[config.mk]
export PLATFORM = sky130hd
export DESIGN_NAME = opstack_cache
export DESIGN_NICKNAME = d
export VERILOG_FILES = /design/src/rtl/opstack_pkg.sv /design/src/rtl/opstack_ram.sv /design/src/rtl/opstack_ctrl.sv /design/src/rtl/opstack_cache.sv
export SDC_FILE = /design/constraint.sdc
export NUM_CORES = 1
export LEC_CHECK = 0
export BUFFER_PORTS_ARGS = -buffer_cell sky130_fd_sc_hd__buf_2
export CORE_MARGIN = 8
export CORE_UTILIZATION = 45
export CTS_CLUSTER_SIZE = 28
export DETAILED_ROUTE_END_ITERATION = 10
export GPL_TIMING_DRIVEN = 0
export PLACE_DENSITY = 0.65
export SYNTH_ARGS = -nofsm -noshare
export SYNTH_HDL_FRONTEND = slang
export SYNTH_SLANG_ARGS = --single-unit
[constraint.sdc]
create_clock -name clk -period 5.5 [get_ports clk]
set_clock_uncertainty 0.15 [all_clocks]
set_input_delay 0.275 -clock clk [delete_from_list [all_inputs] [get_ports clk]]
set_output_delay 0.275 -clock clk [all_outputs]
set_load 0.02 [all_outputs]
[src/rtl/opstack_pkg.sv]
package opstack_pkg;
    typedef enum logic [2:0] {
        OP_NOP   = 3'd0,
        OP_PUSH  = 3'd1,
        OP_POP   = 3'd2,
        OP_BIN   = 3'd3,
        OP_LOAD  = 3'd4,
        OP_STORE = 3'd5
    } op_e;

    typedef enum logic [2:0] {
        ACT_NONE,
        ACT_PUSH,
        ACT_POP,
        ACT_BIN,
        ACT_STORE,
        ACT_LDADDR,
        ACT_LDPUSH
    } act_e;

    typedef enum logic {
        ST_RUN,
        ST_LOAD
    } state_e;
endpackage

[src/rtl/opstack_ram.sv]
module opstack_ram #(
    parameter int DATA_W = 32,
    parameter int ADDR_W = 4
) (
    input  logic              clk,
    input  logic              we,
    input  logic [ADDR_W-1:0] waddr,
    input  logic [DATA_W-1:0] wdata,
    input  logic [ADDR_W-1:0] raddr,
    output logic [DATA_W-1:0] rdata
);
    localparam int WORDS = 1 << ADDR_W;

    logic [DATA_W-1:0] mem [WORDS];

    always_ff @(posedge clk) begin
        if (we) begin
            mem[waddr] <= wdata;
        end
    end

    // Registered read; a same-cycle write to the read address returns the new word.
    always_ff @(posedge clk) begin
        if (we && (waddr == raddr)) begin
            rdata <= wdata;
        end else begin
            rdata <= mem[raddr];
        end
    end
endmodule

[src/rtl/opstack_ctrl.sv]
module opstack_ctrl
    import opstack_pkg::*;
#(
    parameter int SP_W = 4
) (
    input  logic       clk,
    input  logic       rst_n,
    input  logic [2:0] op,
    output act_e       act,
    output logic       ready,
    output logic       ovf_err,
    output logic       unf_err
);
    localparam int CAP     = (1 << SP_W) + 2;
    localparam int DEPTH_W = $clog2(CAP + 1);

    state_e             state_q, state_d;
    logic [DEPTH_W-1:0] depth_q;
    logic               full, ovf_hit, unf_hit;

    assign full = (depth_q == DEPTH_W'(CAP));

    always_ff @(posedge clk) begin
        if (!rst_n) begin
            state_q <= ST_RUN;
        end else begin
            state_q <= state_d;
        end
    end

    always_comb begin
        state_d = state_q;
        act     = ACT_NONE;
        ovf_hit = 1'b0;
        unf_hit = 1'b0;
        unique case (state_q)
            ST_RUN: begin
                case (op)
                    OP_PUSH:  if (full) ovf_hit = 1'b1; else act = ACT_PUSH;
                    OP_POP:   if (depth_q == '0) unf_hit = 1'b1; else act = ACT_POP;
                    OP_BIN:   if (depth_q < DEPTH_W'(2)) unf_hit = 1'b1; else act = ACT_BIN;
                    OP_STORE: if (depth_q == '0) unf_hit = 1'b1; else act = ACT_STORE;
                    OP_LOAD: begin
                        if (full) begin
                            ovf_hit = 1'b1;
                        end else begin
                            act     = ACT_LDADDR;
                            state_d = ST_LOAD;
                        end
                    end
                    default: act = ACT_NONE;
                endcase
            end
            ST_LOAD: begin
                act     = ACT_LDPUSH;
                state_d = ST_RUN;
            end
        endcase
    end

    assign ready = (state_q == ST_RUN);

    always_ff @(posedge clk) begin
        if (!rst_n) begin
            depth_q <= '0;
            ovf_err <= 1'b0;
            unf_err <= 1'b0;
        end else begin
            if (ovf_hit) ovf_err <= 1'b1;
            if (unf_hit) unf_err <= 1'b1;
            unique case (act)
                ACT_PUSH, ACT_LDPUSH:       depth_q <= depth_q + 1'b1;
                ACT_POP, ACT_BIN, ACT_STORE: depth_q <= depth_q - 1'b1;
                default:                    depth_q <= depth_q;
            endcase
        end
    end

    assert_load_returns_R5: assert property (@(posedge clk) disable iff (!rst_n)
        (state_q == ST_LOAD) |=> (state_q == ST_RUN));
    assert_no_overflow_R8: assert property (@(posedge clk) disable iff (!rst_n)
        depth_q <= DEPTH_W'(CAP));
    assert_ovf_sticky_R8: assert property (@(posedge clk) disable iff (!rst_n)
        ovf_err |=> ovf_err);
    assert_unf_sticky_R9: assert property (@(posedge clk) disable iff (!rst_n)
        unf_err |=> unf_err);
endmodule

[src/rtl/opstack_cache.sv]
module opstack_cache
    import opstack_pkg::*;
#(
    parameter int DATA_W = 32,
    parameter int SP_W   = 4
) (
    input  logic              clk,
    input  logic              rst_n,
    input  logic [2:0]        op,
    input  logic [DATA_W-1:0] din,
    input  logic [SP_W-1:0]   slot,
    output logic              ready,
    output logic [DATA_W-1:0] tos_a,
    output logic [DATA_W-1:0] nos_b,
    output logic [SP_W-1:0]   sp,
    output logic              ovf_err,
    output logic              unf_err
);
    act_e              act;
    logic [SP_W-1:0]   sp_q, sp_up, sp_dn;
    logic [SP_W-1:0]   raddr, waddr;
    logic [DATA_W-1:0] a_q, b_q, wdata, rdata;
    logic              we;

    opstack_ctrl #(.SP_W(SP_W)) u_ctrl (
        .clk(clk), .rst_n(rst_n), .op(op), .act(act),
        .ready(ready), .ovf_err(ovf_err), .unf_err(unf_err)
    );

    opstack_ram #(.DATA_W(DATA_W), .ADDR_W(SP_W)) u_ram (
        .clk(clk), .we(we), .waddr(waddr), .wdata(wdata),
        .raddr(raddr), .rdata(rdata)
    );

    assign sp_up = sp_q + 1'b1;
    assign sp_dn = sp_q - 1'b1;

    // Read address is next cycle's pointer so rdata always holds RAM[sp].
    always_comb begin
        raddr = sp_q;
        we    = 1'b0;
        waddr = sp_up;
        wdata = b_q;
        unique case (act)
            ACT_PUSH, ACT_LDPUSH: begin
                raddr = sp_up;
                we    = 1'b1;
            end
            ACT_POP, ACT_BIN: raddr = sp_dn;
            ACT_STORE: begin
                raddr = sp_dn;
                we    = 1'b1;
                waddr = slot;
                wdata = a_q;
            end
            ACT_LDADDR: raddr = slot;
            default:    raddr = sp_q;
        endcase
    end

    always_ff @(posedge clk) begin
        if (!rst_n) begin
            a_q  <= '0;
            b_q  <= '0;
            sp_q <= '1;
        end else begin
            unique case (act)
                ACT_PUSH: begin
                    a_q  <= din;
                    b_q  <= a_q;
                    sp_q <= sp_up;
                end
                ACT_LDPUSH: begin
                    a_q  <= rdata;
                    b_q  <= a_q;
                    sp_q <= sp_up;
                end
                ACT_POP, ACT_STORE: begin
                    a_q  <= b_q;
                    b_q  <= rdata;
                    sp_q <= sp_dn;
                end
                ACT_BIN: begin
                    a_q  <= din;
                    b_q  <= rdata;
                    sp_q <= sp_dn;
                end
                default: begin
                    a_q  <= a_q;
                    b_q  <= b_q;
                    sp_q <= sp_q;
                end
            endcase
        end
    end

    assign tos_a = a_q;
    assign nos_b = b_q;
    assign sp    = sp_q;

    assert_push_shift_R2: assert property (@(posedge clk) disable iff (!rst_n)
        (act == ACT_PUSH) |=> (tos_a == $past(din) && nos_b == $past(tos_a)));
    assert_pop_shift_R3: assert property (@(posedge clk) disable iff (!rst_n)
        (act == ACT_POP) |=> (tos_a == $past(nos_b) && sp == $past(sp) - 1'b1));
    assert_bin_result_R4: assert property (@(posedge clk) disable iff (!rst_n)
        (act == ACT_BIN) |=> (tos_a == $past(din)));
    assert_load_push_R5: assert property (@(posedge clk) disable iff (!rst_n)
        (act == ACT_LDPUSH) |=> (nos_b == $past(tos_a) && sp == $past(sp) + 1'b1));
    assert_load_wait_R5: assert property (@(posedge clk) disable iff (!rst_n)
        (act == ACT_LDADDR) |=> ($stable(tos_a) && $stable(sp) && !ready));
endmodule

==> results.tsv <==
metric	value	unit
total gr overflow	0	
Hold WC Path Type	primary input to flip-flop	
syn_area_per_cell	17.5	sq um
Seq/Total Area, Yosys	70.8	%
antenna-violating nets left	0	
worst skew pair latency	630	ps
post-CTS sizing	0	
Synth Flop Type	edfxtp_1	
ranking of synthesized cells by area	edfxtp_1, mux4_2, dfxtp_1, nand2_1, mux2i_1	
clk sinks	592	
number of enable flip-flop cells after synthesis	512	
max-cap violation count	0	
library cells used by synthesis	69	
layout cell share with drive strength beyond 1	26.9	%
Initial Util	45.5	%
Post-Synthesis Cell Area	24000	sq um
wire length per cell	30.0	um
post-synthesis register bit count	592	
final WL	69800	um
IO Port Bufs	108	
number of buffers created by CTS	58	
drt pass-1 iters	5	
Area growth, synth to finish	18.4	%
WP data arrival	4410	ps
Async SR Flop Fraction	0	%
via count	14500	
PwrDens	572	nW/um^2
Tot GR Track Use	22.7	%
CTS HTree Levels	2	
# hold bufs at CTS	28	
Post-Syn Nets	1416	
largest net degree at the start of global routing	19	
Period Utilization, post-route	77.3	%
Slew headroom	18.0	%
Post-Synthesis Cells	1369	
Via density	6.23	
leakage power	9.91	nW
worst IR drop on VDD	0.262	mV
Critical Path Start Type	flip-flop	
critical path required time	5660	ps
run status	complete, no violations	
Fin. Hold Viols	0	
Yosys top cell area share	64.1	%
Reg area	17000	sq um
Die Height	247	um
area of the multi-input gates	6760	sq um
minimum clock period after layout	4250	ps
Post-synth top cells	edfxtp_1, mux4_2, nand2_1	
hpwl dp	46300	um
IO Pins	112	
routability congestion estimate	0.908	
die width	247	um
first-pass GRT wire length	100000	um
Clock Tree Buf Depth	3	
Ys Warns	0	
max-slew violations	0	
worst setup path class	flip-flop to flip-flop	
initial antenna violation count	4	
# rows	84	
CP Max Fanout	17	
Worst Setup SP	u_ctrl.depth_q[0]	
final core utilization	53.9	%
most common cell in the netlist	edfxtp_1	
root buffer cell	clkbuf_16	
number of setup buffers added after CTS	0	
Tot Pwr	16.2	mW
Clock Pin Slew Worst Setup and Hold Paths	60	ps
CTS tree	built	
area of the core	52700	sq um
unrepaired setup endpoints after global routing	no	
Setup-failing EPs final	0	
Hold Startpoint	din[27]	
Yosys top cell by area	edfxtp_1	
DR iter-0 viols	1844	
FILL cells	4128	
Worst Setup End Kind	flip-flop	
final net count	1637	
DIE AREA	60900	sq um
Tightest Pin Transition	1230	ps
# DRC	0	
reg-to-reg startpoint	u_ctrl.depth_q[0]	
fmax	235	MHz
vias in the first global route	14700	
## stage by stage
step | area [sq um] | instances | worst slack (ps) | hold WS, ps | setup TNS (ps)
after floorplan | 24000 | 1369 | 1480 | 249 | 0
after global placement | 25400 | 2165 | -1610 | 337 | -627060
after detailed placement | 26200 | 2190 | 1330 | 346 | 0
after CTS | 28400 | 2327 | 1270 | 4.94 | 0
after global routing | 28400 | 2328 | 1120 | 37.4 | 0
final | 28400 | 2330 | 1250 | 30.7 | 0
## cells in the final DEF, fill, tap and decap left out, drive strengths merged, types with 17 or more instances in the layout
cell type    instances
edfxtp             512
buf                170
mux4               128
clkbuf             125
nand2              106
dfxtp               80
a21oi               63
nor2                55
mux2i               39
o21ai               36
a221o               30
dlygate4sd3         28
clkinv              27
nor3                22
mux2                20
a21o                17
a22oi               17
## worst max-delay path, stage by stage (launching register included)
cell and delay (ps):
dfxtp_1 390, or3_1 530, o31ai_2 580, clkbuf_1 620, a31oi_1 520, a21oi_4 850, buf_12 290
## state kept, by name (all words and copies together), names as in the netlist, named ones only
name            cells
u_ram.mem         512
nos_b              32
tos_a              32
u_ctrl.depth_q      5
sp                  4
u_ctrl.ovf_err      1
u_ctrl.state_q      1
u_ctrl.unf_err      1
## power by group
part / switching [mW] / total, mW / internal, mW / leakage [nW]
sequential: 0.409 / 6.45 / 6.04 / 5.39
clock: 1.70 / 4.05 / 2.35 / 0.948
combinational: 3.61 / 5.73 / 2.12 / 3.57
total: 5.72 / 16.2 / 10.5 / 9.91
## logic make-up after synthesis
kind of cell             count (synthesis)  share of synthesized area, %
AO/OA/AOI/OAI                          255                          8.06
XOR/XNOR                                 7                         0.256
buffers and inverters                   96                          1.78
adder cells (fa/ha/maj)                  6                         0.344
flip-flops                             592                          70.8
multiplexers                           187                          14.6
AND/OR/NAND/NOR                        226                          4.18
## area by class of cell
class / instances / share of cell area (%)
diodes: 3 / 0.0264
clock inverters: 33 / 1.24
inverters: 10 / 0.132
repair buffers: 161 / 5.05
flip-flops and latches: 592 / 59.8
clock buffers: 76 / 5.57
multi-input cells: 681 / 23.8
well taps: 688 / 3.03
plain buffers: 86 / 1.37
## final timing paths
path,slack (ps),cells past startpoint,end
hold / removal,30,4,tos_a[27]
setup reg to reg,1250,6,u_ram.mem[3][19]
hold reg to reg,350,2,tos_a[7]
setup / recovery,1250,6,u_ram.mem[3][19]
## layer usage
metal	vias to the layer above	routed length (um)	global-route usage, %
met1	7507	27600	30.5
met2	802	33000	36.2
met3	145	6870	5.13
met5	-	13	0
met4	2	2270	8.38
li1	6066	-	-
Note: power is estimated with default switching activity, not from simulation.
